$ cat src/rtl/winmap_pkg.sv
package winmap_pkg;
    localparam int WIN_N      = 2;
    localparam int HALF_W     = 16;
    localparam int SLOT_W     = (WIN_N > 1) ? $clog2(WIN_N) : 1;
    localparam int LED_N      = 4;
    localparam int CTRL_OFS   = 'h04;
    localparam int WIN0_OFS   = 'h0A;
    localparam int WIN_STRIDE = 6;
    localparam int MASK_REL   = 2;
    localparam int XLAT_REL   = 4;
    localparam int EN_LSB     = 10;
    localparam int PWR_LSB    = 8;

    typedef logic [HALF_W-1:0] half_t;

    typedef struct packed {
        half_t base;
        half_t mask;
        half_t xlat;
    } win_cfg_t;
endpackage

$ cat src/rtl/winmap_regs.sv
module winmap_regs
    import winmap_pkg::*;
#(
    parameter int AW = 8
) (
    input  logic              clk,
    input  logic              rst_n,
    input  logic              wr_en,
    input  logic [AW-1:0]     addr,
    input  half_t             wdata,
    output half_t             rdata,
    output win_cfg_t          cfg [WIN_N],
    output logic [WIN_N-1:0]  win_en,
    output logic [WIN_N-1:0]  pwr,
    output logic [LED_N-1:0]  led
);
    win_cfg_t         cfg_q [WIN_N];
    logic [WIN_N-1:0] en_q;
    logic [WIN_N-1:0] pwr_q;
    logic [LED_N-1:0] led_q;

    always_ff @(posedge clk) begin
        if (!rst_n) begin
            en_q  <= '0;
            pwr_q <= '0;
            led_q <= '0;
            for (int w = 0; w < WIN_N; w++) cfg_q[w] <= '0;
        end else if (wr_en) begin
            if (addr == AW'(CTRL_OFS)) begin
                en_q  <= wdata[EN_LSB +: WIN_N];
                pwr_q <= wdata[PWR_LSB +: WIN_N];
                led_q <= wdata[LED_N-1:0];
            end
            for (int w = 0; w < WIN_N; w++) begin
                if (addr == AW'(WIN0_OFS + w*WIN_STRIDE))            cfg_q[w].base <= wdata;
                if (addr == AW'(WIN0_OFS + w*WIN_STRIDE + MASK_REL)) cfg_q[w].mask <= wdata;
                if (addr == AW'(WIN0_OFS + w*WIN_STRIDE + XLAT_REL)) cfg_q[w].xlat <= wdata;
            end
        end
    end

    always_comb begin
        rdata = '0;
        if (addr == AW'(CTRL_OFS)) begin
            rdata[EN_LSB +: WIN_N]  = en_q;
            rdata[PWR_LSB +: WIN_N] = pwr_q;
            rdata[LED_N-1:0]        = led_q;
        end
        for (int w = 0; w < WIN_N; w++) begin
            if (addr == AW'(WIN0_OFS + w*WIN_STRIDE))            rdata = cfg_q[w].base;
            if (addr == AW'(WIN0_OFS + w*WIN_STRIDE + MASK_REL)) rdata = cfg_q[w].mask;
            if (addr == AW'(WIN0_OFS + w*WIN_STRIDE + XLAT_REL)) rdata = cfg_q[w].xlat;
        end
    end

    assign cfg    = cfg_q;
    assign win_en = en_q;
    assign pwr    = pwr_q;
    assign led    = led_q;


    pwr_follow_chk: assert property (@(posedge clk) disable iff (!rst_n)
        (wr_en && addr == AW'(CTRL_OFS)) |=> (pwr == $past(wdata[PWR_LSB +: WIN_N])));


    led_follow_chk: assert property (@(posedge clk) disable iff (!rst_n)
        (wr_en && addr == AW'(CTRL_OFS)) |=> (led == $past(wdata[LED_N-1:0])));
endmodule

$ cat src/rtl/winmap_match.sv
module winmap_match
    import winmap_pkg::*;
(
    input  half_t    in_hi,
    input  win_cfg_t cfg,
    input  logic     en,
    output logic     hit,
    output half_t    out_hi
);
    always_comb begin
        hit    = en && ((in_hi & cfg.mask) == (cfg.base & cfg.mask));
        out_hi = (in_hi & ~cfg.mask) | (cfg.xlat & cfg.mask);
    end
endmodule

$ cat src/rtl/winmap_top.sv
module winmap_top
    import winmap_pkg::*;
#(
    parameter int REG_AW = 8
) (
    input  logic              clk,
    input  logic              rst_n,
    input  logic              reg_wr,
    input  logic [REG_AW-1:0] reg_addr,
    input  logic [15:0]       reg_wdata,
    output logic [15:0]       reg_rdata,
    output logic [1:0]        slot_pwr,
    output logic [3:0]        led,
    input  logic              req_valid,
    input  logic              req_a32,
    input  logic [31:0]       req_addr,
    output logic              rsp_valid,
    output logic              rsp_hit,
    output logic [0:0]        rsp_slot,
    output logic [31:0]       rsp_addr
);
    win_cfg_t          cfg [WIN_N];
    logic [WIN_N-1:0]  win_en;
    logic [WIN_N-1:0]  hits;
    half_t             hi_tr [WIN_N];

    logic              sel_hit;
    logic [SLOT_W-1:0] sel_slot;
    half_t             sel_hi;

    winmap_regs #(.AW(REG_AW)) u_regs (
        .clk    (clk),
        .rst_n  (rst_n),
        .wr_en  (reg_wr),
        .addr   (reg_addr),
        .wdata  (reg_wdata),
        .rdata  (reg_rdata),
        .cfg    (cfg),
        .win_en (win_en),
        .pwr    (slot_pwr),
        .led    (led)
    );

    for (genvar w = 0; w < WIN_N; w++) begin : g_win
        winmap_match u_match (
            .in_hi  (req_addr[31:16]),
            .cfg    (cfg[w]),
            .en     (win_en[w]),
            .hit    (hits[w]),
            .out_hi (hi_tr[w])
        );
    end

    // lowest index scanned last so it takes priority
    always_comb begin
        sel_hit  = 1'b0;
        sel_slot = '0;
        sel_hi   = '0;
        for (int w = WIN_N-1; w >= 0; w--) begin
            if (hits[w]) begin
                sel_hit  = 1'b1;
                sel_slot = SLOT_W'(w);
                sel_hi   = hi_tr[w];
            end
        end
    end

    always_ff @(posedge clk) begin
        if (!rst_n) begin
            rsp_valid <= 1'b0;
            rsp_hit   <= 1'b0;
            rsp_slot  <= '0;
            rsp_addr  <= '0;
        end else begin
            rsp_valid <= req_valid;
            if (req_valid && req_a32 && sel_hit) begin
                rsp_hit  <= 1'b1;
                rsp_slot <= sel_slot;
                rsp_addr <= {sel_hi, req_addr[15:1], 1'b0};
            end else begin
                rsp_hit  <= 1'b0;
                rsp_slot <= '0;
                rsp_addr <= '0;
            end
        end
    end


    valid_delay_chk: assert property (@(posedge clk) disable iff (!rst_n)
        req_valid |=> rsp_valid);


    idle_delay_chk: assert property (@(posedge clk) disable iff (!rst_n)
        !req_valid |=> !rsp_valid && !rsp_hit);


    no_a32_miss_chk: assert property (@(posedge clk) disable iff (!rst_n)
        (req_valid && !req_a32) |=> !rsp_hit);


    low_pass_chk: assert property (@(posedge clk) disable iff (!rst_n)
        req_valid |=> (!rsp_hit || (rsp_addr[15:1] == $past(req_addr[15:1]) && !rsp_addr[0])));


    slot_a_enabled_chk: assert property (@(posedge clk) disable iff (!rst_n)
        (rsp_hit && rsp_slot == 1'b0) |-> $past(win_en[0]));


    slot_b_enabled_chk: assert property (@(posedge clk) disable iff (!rst_n)
        (rsp_hit && rsp_slot == 1'b1) |-> $past(win_en[1]));
endmodule

$ cat config.mk
export PLATFORM = sky130hd
export DESIGN_NAME = winmap_top
export DESIGN_NICKNAME = d
export VERILOG_FILES = /design/src/rtl/winmap_pkg.sv /design/src/rtl/winmap_regs.sv /design/src/rtl/winmap_match.sv /design/src/rtl/winmap_top.sv
export SDC_FILE = /design/constraint.sdc
export NUM_CORES = 1
export LEC_CHECK = 0
export BUFFER_PORTS_ARGS = -buffer_cell sky130_fd_sc_hd__clkbuf_2
export CORE_MARGIN = 2
export CORE_UTILIZATION = 40
export CTS_CLUSTER_DIAMETER = 60
export CTS_CLUSTER_SIZE = 40
export DETAILED_ROUTE_END_ITERATION = 6
export GPL_TIMING_DRIVEN = 1
export PLACE_DENSITY = 0.59
export SYNTH_ARGS = -nofsm -noshare
export SYNTH_HDL_FRONTEND = slang
export SYNTH_SLANG_ARGS = --single-unit
$ cat constraint.sdc
create_clock -name clk -period 3.33 [get_ports clk]
set_input_delay 0.666 -clock clk [delete_from_list [all_inputs] [get_ports clk]]
set_output_delay 0.666 -clock clk [all_outputs]
set_load 0.005 [all_outputs]
Yosys cells after proc, flatten, opt, wreduce, memory -nomap -nowiden --
Cells that the tools add are included.
Operators by class: $add $sub $neg 0, multipliers 0, div/mod/pow operators 0, order comparisons 0, eq/ne operators 9, shift operators 0, multiplexer cells 13, bitwise logic cells 14, reduce and logical (&&, ||, !) cells 13
Operators by type and width (number):
- 16-bit bitwise AND | 8
- 16-bit 2-to-1 mux | 8
- 16-bit == test | 2
- 16-bit NOT | 2
- 16-bit bitwise OR | 2
- 8-bit by 4-bit == test with 1-bit output, second input constant | 3
- 8-bit by 5-bit == test with 1-bit output, second input constant | 3
- 2-bit AND reduction | 8
- 8-bit by 3-bit == test with 1-bit output, second input constant | 1
- 4-bit 2-to-1 mux | 2
- 1-bit logical AND | 4
- 1-bit 2-to-1 mux | 3
- 3-bit OR reduction | 1
- 1-bit NOT | 2
Word-level totals: register bits 139, latch bits 0, bits in writable memories 0, bits in read-only memories 0, input port bits 61, word-level logic and storage cells 63, memories 0

Logic depth before layout (Yosys ltp) --
Gate-level depths: netlist of the first run.
depth after elaboration 8, mapped depth 8

Hierarchy --
From an unflattened synthesis of the first run, not the netlist that was laid out.
Second synthesis, totals: cells, all modules 766, area, all modules 6993.0 um^2
Modules (own cells, without submodules):
- winmap_regs | instances 1, cells an instance 570, area each 5021.1 um^2, seq. area each 2082.0 um^2
- winmap_top | instances 1, cells an instance 110, area each 1161.1 um^2, seq. area each 680.7 um^2
- winmap_match | instances 2, cells an instance 43, area each 405.4 um^2, seq. area each 0.0 um^2

Worst setup path before layout of the first run --
OpenSTA, ideal clock, no wires.
path type in2out, start point in reg_addr[5], end point out reg_rdata[10], data arrival time 2283 ps, required time 2664 ps, path slack 381 ps, stages on the path 7, path buffers 2, cells stage by stage or4b_1 -> or4_1 -> buf_2 -> buf_2 -> nor2_1 -> a21oi_1 -> a21oi_1
On the way: cells in the longest elaborated chain, start to end 8, elaborated cells on any way between the ends 14, those cells by class 7 x eq/ne; 7 x mux
RTL lines:
- from (decl) | line winmap_top.sv:9 | input logic [REG_AW-1:0] reg_addr,
- 8-bit by 3-bit == test with 1-bit output | line winmap_regs.sv:44 | if (addr == AW'(CTRL_OFS)) begin
- 4-bit 2-to-1 mux | line winmap_regs.sv:44
- 16-bit 2-to-1 mux | line winmap_regs.sv:50 | if (addr == AW'(WIN0_OFS + w*WIN_STRIDE)) rdata = cfg_q[w].base;
- 16-bit 2-to-1 mux | line winmap_regs.sv:51 | if (addr == AW'(WIN0_OFS + w*WIN_STRIDE + MASK_REL)) rdata = cfg_q[w].mask;
- 16-bit 2-to-1 mux | line winmap_regs.sv:52 | if (addr == AW'(WIN0_OFS + w*WIN_STRIDE + XLAT_REL)) rdata = cfg_q[w].xlat;
- 16-bit 2-to-1 mux | line winmap_regs.sv:50
- 16-bit 2-to-1 mux | line winmap_regs.sv:51
- 16-bit 2-to-1 mux (*) | line winmap_regs.sv:52
- to (decl) | line winmap_top.sv:11 | output logic [15:0] reg_rdata,
Every way passes the cells marked *; elsewhere a longest branch is shown, timed or not.

Final worst setup path of the first run --
start point in reg_addr[5], end point out reg_rdata[11]
The elaborated chain is that of the path after synthesis.

==> flow_summary.ini, run 1 <==
[outcome]
status = finished clean

[place]
hpwl_um = 15270
dp_cells = 1124
place.gp.congestion = 0.8529
place_area_mm2 = 0.007833
portBuffers = 115

[logic_synthesis]
synth_enable_flop_cells = 0
synth-seq-area-share = 0.3975
synthFlopType = dfxtp_1
ys_async_sr_fraction = 0
synth_cells = 806
yosys_warnings = 0
syn-num-nets = 867
ys_types = 48
yosys_register_bits = 138
synth_area_mm2 = 0.006950
syn_avg_cell_area_um2 = 8.623

[layout]
nets = 979
mostFrequentLayoutCells = 167 x nand2_1, 138 x dfxtp_1, 115 x clkbuf_2, 80 x mux2i_1, 53 x a21boi_0
final_util = 0.4901
area_growth_pct = 20.70
drive_gt1_frac = 0.2235
diodes = 0
final_common_cell = nand2_1
instances_no_fill = 1151
design_area_mm2 = 0.008389

[die]
num_io_pins = 118
die_area_mm2 = 0.01845
rows = 48
die_h_um = 135.8
start_util = 0.4061
die_w_um = 135.8
coreArea_mm2 = 0.01712

[routing]
drc = 0
ant_nets = 0
via_per_inst = 5.462
vias = 6287
wl_per_cell_um = 19.54
drt_iter0_drc = 575
wl_um = 22490
firstDrtPassIters = 6

[clocking]
cts-root-buf = clkbuf_16
cts_buffers = 17
clock_latency_ns = 0.43
hold_buffers = 0
ctsResizeCount = 0
postCtsSetupRepairBufs = 0
cts_tree = yes
htree_levels = 4
clk_pin_slew_worst_paths_ns = 0.05
cts_max_path_buffers = 2
cts_sinks = 138

[timing]
setup_viol = 0
max_freq_mhz = 316.4
post-route-min-period_ns = 3.160
finalMaxSlewViolations = 0
finalCritPeriodShare = 0.9491
holdWs_ns = 0.4349
tns_ns = 0
slew_headroom = 0.3800
hold_violations = 0
worstMarginPinSlew_ns = 0.9300
grt_setup_unrepaired = no
clock_skew_ns = 0.006639

[global_route]
antenna_found_initial = 1
grt_max_degree = 105
grt_pass1_vias = 5946
grt_overflow = 0
grtUsageTotal = 0.2494
grt_pass1_wl_um = 34210

[worst_setup_path]
cp.arrival_ns = 2.49
worstSetupStartpointType = input pin
crit_slowest_cell = or4b_1
endpoint_kind = output pin
criticalPathCategory = in -> out
worst-path-buf-inv = 3
r2r_cells = 5
path_delay_family = simple AND/OR/NAND/NOR gates
cp_max_fo = 15
cp_num_cells = 8
cp.required_ns = 2.66
max_stage_delay_ns = 0.53
path_cells = clkbuf_2 -> or4b_1 -> or4_1 -> buf_4 -> nor2_1 -> a21oi_1 -> a21oi_1 -> clkbuf_2

[power_and_ir_drop]
ir_drop_mv = 0.3628
powerDensity_mw_per_mm2 = 443.3
leakage_nw = 3.193

[flow_run]
maxCapViolCount = 0

[worst_hold_path]
whs_path_depth = 3
hold_class = in -> reg
## registers in the layout, summed over array words and instances (netlist names)
name,flops
u_regs.led,4
u_regs.win_en,2
u_regs.cfg,96
rsp_valid,1
rsp_hit,1
u_regs.pwr,2
rsp_slot,1
rsp_addr,31
## per-layer routing
metal | vias up | global-route usage | share of wire
met3 | 41 | 0.06189 | 0.084
li1 | 3023 | - | -
met2 | 253 | 0.3939 | 0.45
met1 | 2970 | 0.3269 | 0.43
met5 | - | 0 | 0
met4 | 0 | 0.1001 | 0.027
## final timing paths
kind / start / endpoint / slack [ns]
max: reg_addr[5] / reg_rdata[11] / 0.17
max reg2reg: u_regs.cfg[34]$_SDFFE_PN0P_ / rsp_slot$_SDFF_PP0_ / 0.95
min reg2reg: u_regs.cfg[4]$_SDFFE_PN0P_ / u_regs.cfg[4]$_SDFFE_PN0P_ / 0.48
min: req_addr[1] / rsp_addr[1]$_SDFF_PN0_ / 0.43
## kinds of logic (layout without fill, tap and decap cells)
kind of cell	count (synthesis)	count (layout)	share of synthesized area
other	1	1	0.0005395
buffers and inverters	59	179	0.03942
AO/OA/AOI/OAI	172	172	0.1674
multiplexers	97	97	0.1428
AND/OR/NAND/NOR	307	307	0.2121
flip-flops	138	138	0.3975
XOR/XNOR	32	32	0.04032
## final cells by class
class,count,area (um2)
Tap cell,225,281.5
Clock buffer,24,491.7
Multi-Input combinational cell,609,3914
Clock inverter,3,65.06
Sequential cell,138,2763
Timing Repair Buffer,151,870.8
Fill cell,1678,8727
Inverter,1,3.754
## through the flow
step,setup slack [ns],total power [W]
final,0.1696,0.003719
after global routing,0.04134,0.003816
after CTS,0.1764,0.003735
after detailed placement,0.1791,0.001909
after global placement,0.1866,0.001910
after floorplan,0.3815,0.001800
## report_power, final
part	switching [W]	total, W	internal, W
combinational	0.000136	0.000221	0.0000856
clock	0.000683	0.00184	0.00116
sequential	0.00000175	0.00166	0.00165
## cell usage after synthesis, types with 2 or more instances
| cell type | instances | area share |
|---|---|---|
| o21ai_0 | 23 | 0.017 |
| a221oi_1 | 2 | 0.0025 |
| o22ai_1 | 7 | 0.0063 |
| buf_2 | 7 | 0.0050 |
| nor3_1 | 2 | 0.0014 |
| buf_4 | 5 | 0.0054 |
| xor2_1 | 32 | 0.040 |
| a21boi_0 | 53 | 0.057 |
| and2_1 | 4 | 0.0036 |
| o211ai_1 | 9 | 0.0097 |
| nor3b_1 | 2 | 0.0022 |
| nand2_1 | 167 | 0.090 |
| nor2_1 | 30 | 0.016 |
| a22oi_1 | 15 | 0.016 |
| nor4b_1 | 2 | 0.0025 |
| mux2_2 | 17 | 0.028 |
| nand4_1 | 17 | 0.015 |
| clkbuf_1 | 40 | 0.022 |
| a22o_1 | 4 | 0.0050 |
| clkbuf_2 | 2 | 0.0014 |
| nor2b_1 | 41 | 0.037 |
| a21oi_1 | 45 | 0.032 |
| dfxtp_1 | 138 | 0.40 |
| nand3_1 | 23 | 0.017 |
| a21boi_2 | 10 | 0.016 |
| and4_1 | 3 | 0.0038 |
| mux2i_1 | 80 | 0.12 |
| a222oi_1 | 2 | 0.0029 |
| and3_1 | 3 | 0.0027 |
| buf_6 | 3 | 0.0049 |
## tightest hold or removal path: stages
cell,delay [ns]
clkbuf_2,0.08
nand2_1,0.04
a21oi_1,0.03
Power figures use the tool's default switching activity.
==> run 2, diff against run 1 <==
CTS_BUF_LIST = sky130_fd_sc_hd__clkbuf_4   (was default)
PLACE_DENSITY = default   (was 0.59)
==> run 2 against run 1 <==
Critical path depth did not move. Sequential power barely moved. Combinational power barely moved. Count of clock-buffer cells in the layout fell by 2. Setup slack barely moved. Fmax barely moved. Cell area fell by 3.4%. Sequential share of layout area rose by 1.1 points. Clock power fell by 41%. Global-route usage fell by 0.47 points. Power fell by 21%. Wire length fell by 1.5%.
==> flow_summary.ini, run 2 (same netlist as run 1, synthesis figures left out) <==
[clocking]
cts_tree = yes
cts_buffers = 17
htree_levels = 4
cts_sinks = 138
ctsResizeCount = 0
hold_buffers = 0
postCtsSetupRepairBufs = 0
cts-root-buf = clkbuf_4
clk_pin_slew_worst_paths_ns = 0.11
cts_max_path_buffers = 2
clock_latency_ns = 0.55

[place]
place.gp.congestion = 0.8815
portBuffers = 115
place_area_mm2 = 0.007838
hpwl_um = 15100

[global_route]
grt_overflow = 0
top_usage_layer = met2
grt_pass1_vias = 5821
grtUsageMet1 = 0.3339
grtUsageTotal = 0.2447
grtUsageMet2 = 0.3782
grt_pass1_wl_um = 33710
grt_max_degree = 105
antenna_found_initial = 2
grt.met3_usage = 0.05705

[routing]
via_per_inst = 5.393
ant_nets = 0
wl_um = 22160
drc = 0
vias = 6234
firstDrtPassIters = 5
drt_iter0_drc = 550
wl_per_cell_um = 19.17

[outcome]
status = finished clean

[layout]
final_util = 0.4736
mostFrequentLayoutCells = 167 x nand2_1, 138 x dfxtp_1, 115 x clkbuf_2, 80 x mux2i_1, 53 x a21boi_0
nets = 978
drive_gt1_frac = 0.2280
design_area_mm2 = 0.008107
final_common_cell = nand2_1
largest_reg_flops = 96
fill_cells = 1721
area_growth_pct = 16.63
register_area_mm2 = 0.002763
multiInputGateArea_mm2 = 0.003914

[die]
rows = 48
die_w_um = 135.8
start_util = 0.4061
die_area_mm2 = 0.01845
num_io_pins = 118
die_h_um = 135.8
coreArea_mm2 = 0.01712

[worst_setup_path]
cp.arrival_ns = 2.49
cp.required_ns = 2.66
setup.worst_path.end = reg_rdata[10]
rr_endpoint = rsp_slot$_SDFF_PP0_
r2r_cells = 5
worstSetupStartpointType = input pin
criticalPathCategory = in -> out
crit_path_start = reg_addr[5]
r2r-start = u_regs.cfg[41]$_SDFFE_PN0P_
reg2reg_setup_slack_ns = 0.92
cp_max_fo = 15
endpoint_kind = output pin

[power_and_ir_drop]
powerDensity_mw_per_mm2 = 364.7
p_comb_frac = 0.075
switchingPower_w = 0.0007415
p_int_w = 0.002215
switching_share = 0.2508
total_power_w = 0.002956
p_seq_frac = 0.559
ir_drop_mv = 0.2023
leakage_nw = 3.075
p_clk_frac = 0.366

[timing]
max_freq_mhz = 316.4
tns_ns = 0
post-route-min-period_ns = 3.161
grt_setup_unrepaired = no
holdWs_ns = 0.3071
finalCritPeriodShare = 0.9492
slew_headroom = 0.3659
worstMarginPinSlew_ns = 0.9511
finalMaxSlewViolations = 0
setup_viol = 0
clock_skew_ns = 0.02381
hold_violations = 0

[worst_hold_path]
hold_class = in -> reg

[flow_run]
maxCapViolCount = 0
==> run 2: changes by cell type in the layout (fill, tap and decap cells not counted), moves of 2 or more <==
cell,previous run,this run
clkinv_1,0,2
buf_4,34,32
clkbuf_8,4,0
clkinv_2,1,5
clkbuf_4,0,22
clkbuf_1,3,0
clkbuf_16,17,0
==> run 2: area by class of cell <==
class                           instances  share of cell area
Antenna cell                            1           0.0003087
Multi-Input combinational cell        609              0.4828
Timing Repair Buffer                  150              0.1080
Sequential cell                       138              0.3408
Clock buffer                           22             0.02037
Tap cell                              225             0.03473
Inverter                                1           0.0004630
Clock inverter                         10             0.01250
==> run 2: worst min path at each step <==
| stage | from | end | depth (start not counted) |
|---|---|---|---|
| 5_1_grt | req_addr[5] | rsp_addr[5]$_SDFF_PN0_ | 3 |
| 3_3_place_gp | u_regs.cfg[44]$_SDFFE_PN0P_ | u_regs.cfg[44]$_SDFFE_PN0P_ | 2 |
| 2_1_floorplan | u_regs.cfg[44]$_SDFFE_PN0P_ | u_regs.cfg[44]$_SDFFE_PN0P_ | 2 |
| 3_5_place_dp | u_regs.cfg[44]$_SDFFE_PN0P_ | u_regs.cfg[44]$_SDFFE_PN0P_ | 2 |
| 4_1_cts | req_addr[2] | rsp_addr[2]$_SDFF_PN0_ | 3 |
| 6_report | req_addr[2] | rsp_addr[2]$_SDFF_PN0_ | 3 |
==> run 2: metal layers <==
metal / vias up / share of wire
met5: - / 0
met4: 0 / 0.025
met3: 32 / 0.072
met2: 237 / 0.44
met1: 2932 / 0.46
li1: 3033 / -
==> run 2: power by group through the flow <==
stage	Sequential [W]	Clock, W	Combinational (W)
after floorplan	0.00169	0	0.000109
after global placement	0.00169	0	0.000218
after detailed placement	0.00169	0	0.000218
after CTS	0.00165	0.00110	0.000219
after global routing	0.00165	0.00118	0.000236
final	0.00165	0.00108	0.000221
==> run 2: worst max-delay path, cell delays in order <==
cell	delay [ns]
clkbuf_2	0.10
or4b_1	0.53
or4_1	0.40
buf_4	0.23
nor2_1	0.13
a21oi_1	0.04
a21oi_1	0.23
clkbuf_2	0.16
==> run 2: stage by stage <==
stage / worst slack (ns) / instances
6_report: 0.1693 / 1156
5_1_grt: 0.06503 / 1156
4_1_cts: 0.1627 / 1155
3_5_place_dp: 0.1885 / 1123
3_3_place_gp: 0.1687 / 1123
2_1_floorplan: 0.3815 / 806
==> run 3, diff against run 2 <==
ABC_AREA = 1   (was default)
clock period = 3.1 ns   (was 3.33 ns; I/O delays follow)
==> run 3 against run 2 <==
Cell area fell by 3.0%. Flip-flop and latch count unchanged. Wire length is 3.1% lower. Clock skew down 0.0046 ns. First-iteration DRC count grew 15%. Sequential share of layout area is 1.1 points higher. Largest power group unchanged. Highest routed layer unchanged.
==> flow_summary.ini, run 3 <==
[routing]
wl_um = 21480
drc = 0
drt_iter0_drc = 633
via_per_inst = 5.154
firstDrtPassIters = 7
ant_nets = 0
vias = 6860
wl_per_cell_um = 16.14

[clocking]
htree_levels = 4
clk_pin_slew_worst_paths_ns = 0.12
cts_max_path_buffers = 2
hold_buffers = 0
clock_latency_ns = 0.57
cts_buffers = 17
cts-root-buf = clkbuf_4
cts_sinks = 138
ctsResizeCount = 0
cts_tree = yes
postCtsSetupRepairBufs = 0

[worst_setup_path]
r2r_cells = 7
r2r-start = u_regs.cfg[44]$_SDFFE_PN0P_
path_delay_family = simple AND/OR/NAND/NOR gates
criticalPathCategory = in -> out
max_stage_delay_ns = 0.20
cp.required_ns = 2.48
cp_max_fo = 9
path_cells = clkbuf_2 -> clkinv_1 -> nand3_2 -> inv_1 -> nand2_2 -> inv_1 -> buf_4 -> nand2_1 -> o211ai_1 -> nor2_1 -> nand4_1 -> clkbuf_2
cp.arrival_ns = 2.08
worst-path-buf-inv = 6
worstSetupStartpointType = input pin
rr_endpoint = rsp_addr[24]$_SDFF_PN0_
crit_slowest_cell = nand3_2
endpoint_kind = output pin
reg2reg_setup_slack_ns = 1.16

[global_route]
grt_max_degree = 88
grt_pass1_wl_um = 33600
grt_overflow = 0
antenna_found_initial = 1
grt_pass1_vias = 6227
grtUsageTotal = 0.2452

[layout]
mostFrequentLayoutCells = 218 x nand2_1, 138 x dfxtp_1, 127 x a21oi_1, 117 x o21ai_0, 115 x clkbuf_2
nets = 1159
largest_reg_flops = 96
fill_cells = 1745
final_common_cell = nand2_1
area_growth_pct = 17.31
multiInputGateArea_mm2 = 0.003294
design_area_mm2 = 0.007861
drive_gt1_frac = 0.1874
register_area_mm2 = 0.002763

[power_and_ir_drop]
powerDensity_mw_per_mm2 = 405.1
total_power_w = 0.003185
ir_drop_mv = 0.2351
leakage_nw = 3.316

[worst_hold_path]
hp-start = req_addr[4]
whs_endpoint = rsp_addr[4]$_SDFF_PN0_
hold_class = in -> reg
whs_path_depth = 3

[logic_synthesis]
synthFlopType = dfxtp_1
synth_top_cell_by_area = dfxtp_1
synthTopCellsByCount = 219 x nand2_1, 138 x dfxtp_1, 127 x a21oi_1
synth_enable_flop_cells = 0
synth_cells = 983
synth-seq-area-share = 0.4122
yosysMostFrequentCell = nand2_1
yosys_warnings = 0
syn-num-nets = 1044
ys_async_sr_fraction = 0
syn_avg_cell_area_um2 = 6.817
yosys_register_bits = 138
synth_area_mm2 = 0.006701
ys_types = 31
synth_top_area_share = 0.4122
synthTopCellsByArea = dfxtp_1 41%, nand2_1 12%, a21oi_1 9.5%, o21ai_0 8.7%, nand3_1 5.9%

[die]
num_io_pins = 118
die_h_um = 133.4
rows = 47
die_w_um = 133.4
die_area_mm2 = 0.01780
coreArea_mm2 = 0.01647
start_util = 0.4070

[place]
hpwl_um = 14640
place_area_mm2 = 0.007575
post-place-ws_ns = 0.4203
portBuffers = 115
place.gp.congestion = 0.8599

[timing]
slew_headroom = 0.4609
max_freq_mhz = 370.0
clock_skew_ns = 0.01919
tns_ns = 0
hold_violations = 0
setup_ws_ns = 0.3970
finalMaxSlewViolations = 0
grt_setup_unrepaired = no
post-route-min-period_ns = 2.703
worstMarginPinSlew_ns = 0.8087
finalCritPeriodShare = 0.8719
setup_viol = 0

[flow_run]
maxCapViolCount = 0

[outcome]
status = finished clean
-- run 3: worst register-to-register path, stage by stage (launching register included) --
cell and delay (ns):
dfxtp_1 0.35, o21ai_0 0.17, nor2_1 0.07, nor2_1 0.18
nand4_1 0.19, nor2_4 0.54, nand3_1 0.14, a21oi_1 0.24
-- run 3: cell type report --
class | instances | share of cell area
Sequential cell | 138 | 0.3514
Antenna cell | 1 | 0.0003183
Clock buffer | 17 | 0.01623
Tap cell | 220 | 0.03502
Inverter | 109 | 0.05205
Timing Repair Buffer | 141 | 0.1060
Multi-Input combinational cell | 691 | 0.4191
Clock inverter | 14 | 0.01989
-- run 3: per-stage QoR --
stage,hold WS (ns),cells,util
after floorplan,0.4525,983,-
after global placement,0.4684,1299,0.4600
after detailed placement,0.4706,1299,0.4600
after CTS,0.2119,1330,0.4773
after global routing,0.2243,1331,0.4774
final,0.2342,1331,0.4774
-- run 3: worst max path at each step --
stage	startpoint	end	slack, ns	depth (start not counted)
after floorplan	reg_addr[7]	reg_rdata[7]	0.86	10
after detailed placement	reg_addr[7]	reg_rdata[3]	0.42	12
after CTS	reg_addr[7]	reg_rdata[3]	0.41	12
after global routing	reg_addr[7]	reg_rdata[3]	0.29	12
after global placement	reg_addr[7]	reg_rdata[3]	0.42	12
final	reg_addr[7]	reg_rdata[3]	0.40	12
-- run 3: where the power goes --
group	leakage (nW)	switching (W)	total, W	internal, W
Combinational	2.06	0.000127	0.000185	0.0000576
Sequential	1.11	0.00000282	0.00178	0.00178
Clock	0.142	0.000680	0.00122	0.000542
Total	3.32	0.000809	0.00318	0.00238
-- run 3: cells by family (layout without fill, tap and decap cells) --
kind of cell | count (synthesis) | after routing | synth area share
other | 1 | 2 | 0.0005596
AOI/OAI and AO/OA | 267 | 267 | 0.2016
DFF | 138 | 138 | 0.4122
buffers and inverters | 154 | 281 | 0.09653
and+or+nand+nor | 423 | 423 | 0.2890
-- run 3: metal layers --
metal / up-vias / wire length [um] / GRT usage
met1: 3088 / 9992 / 0.3399
met4: 0 / 461 / 0.08333
li1: 3460 / - / -
met5: - / 0 / 0
met2: 270 / 9543 / 0.3895
met3: 42 / 1481 / 0.03957
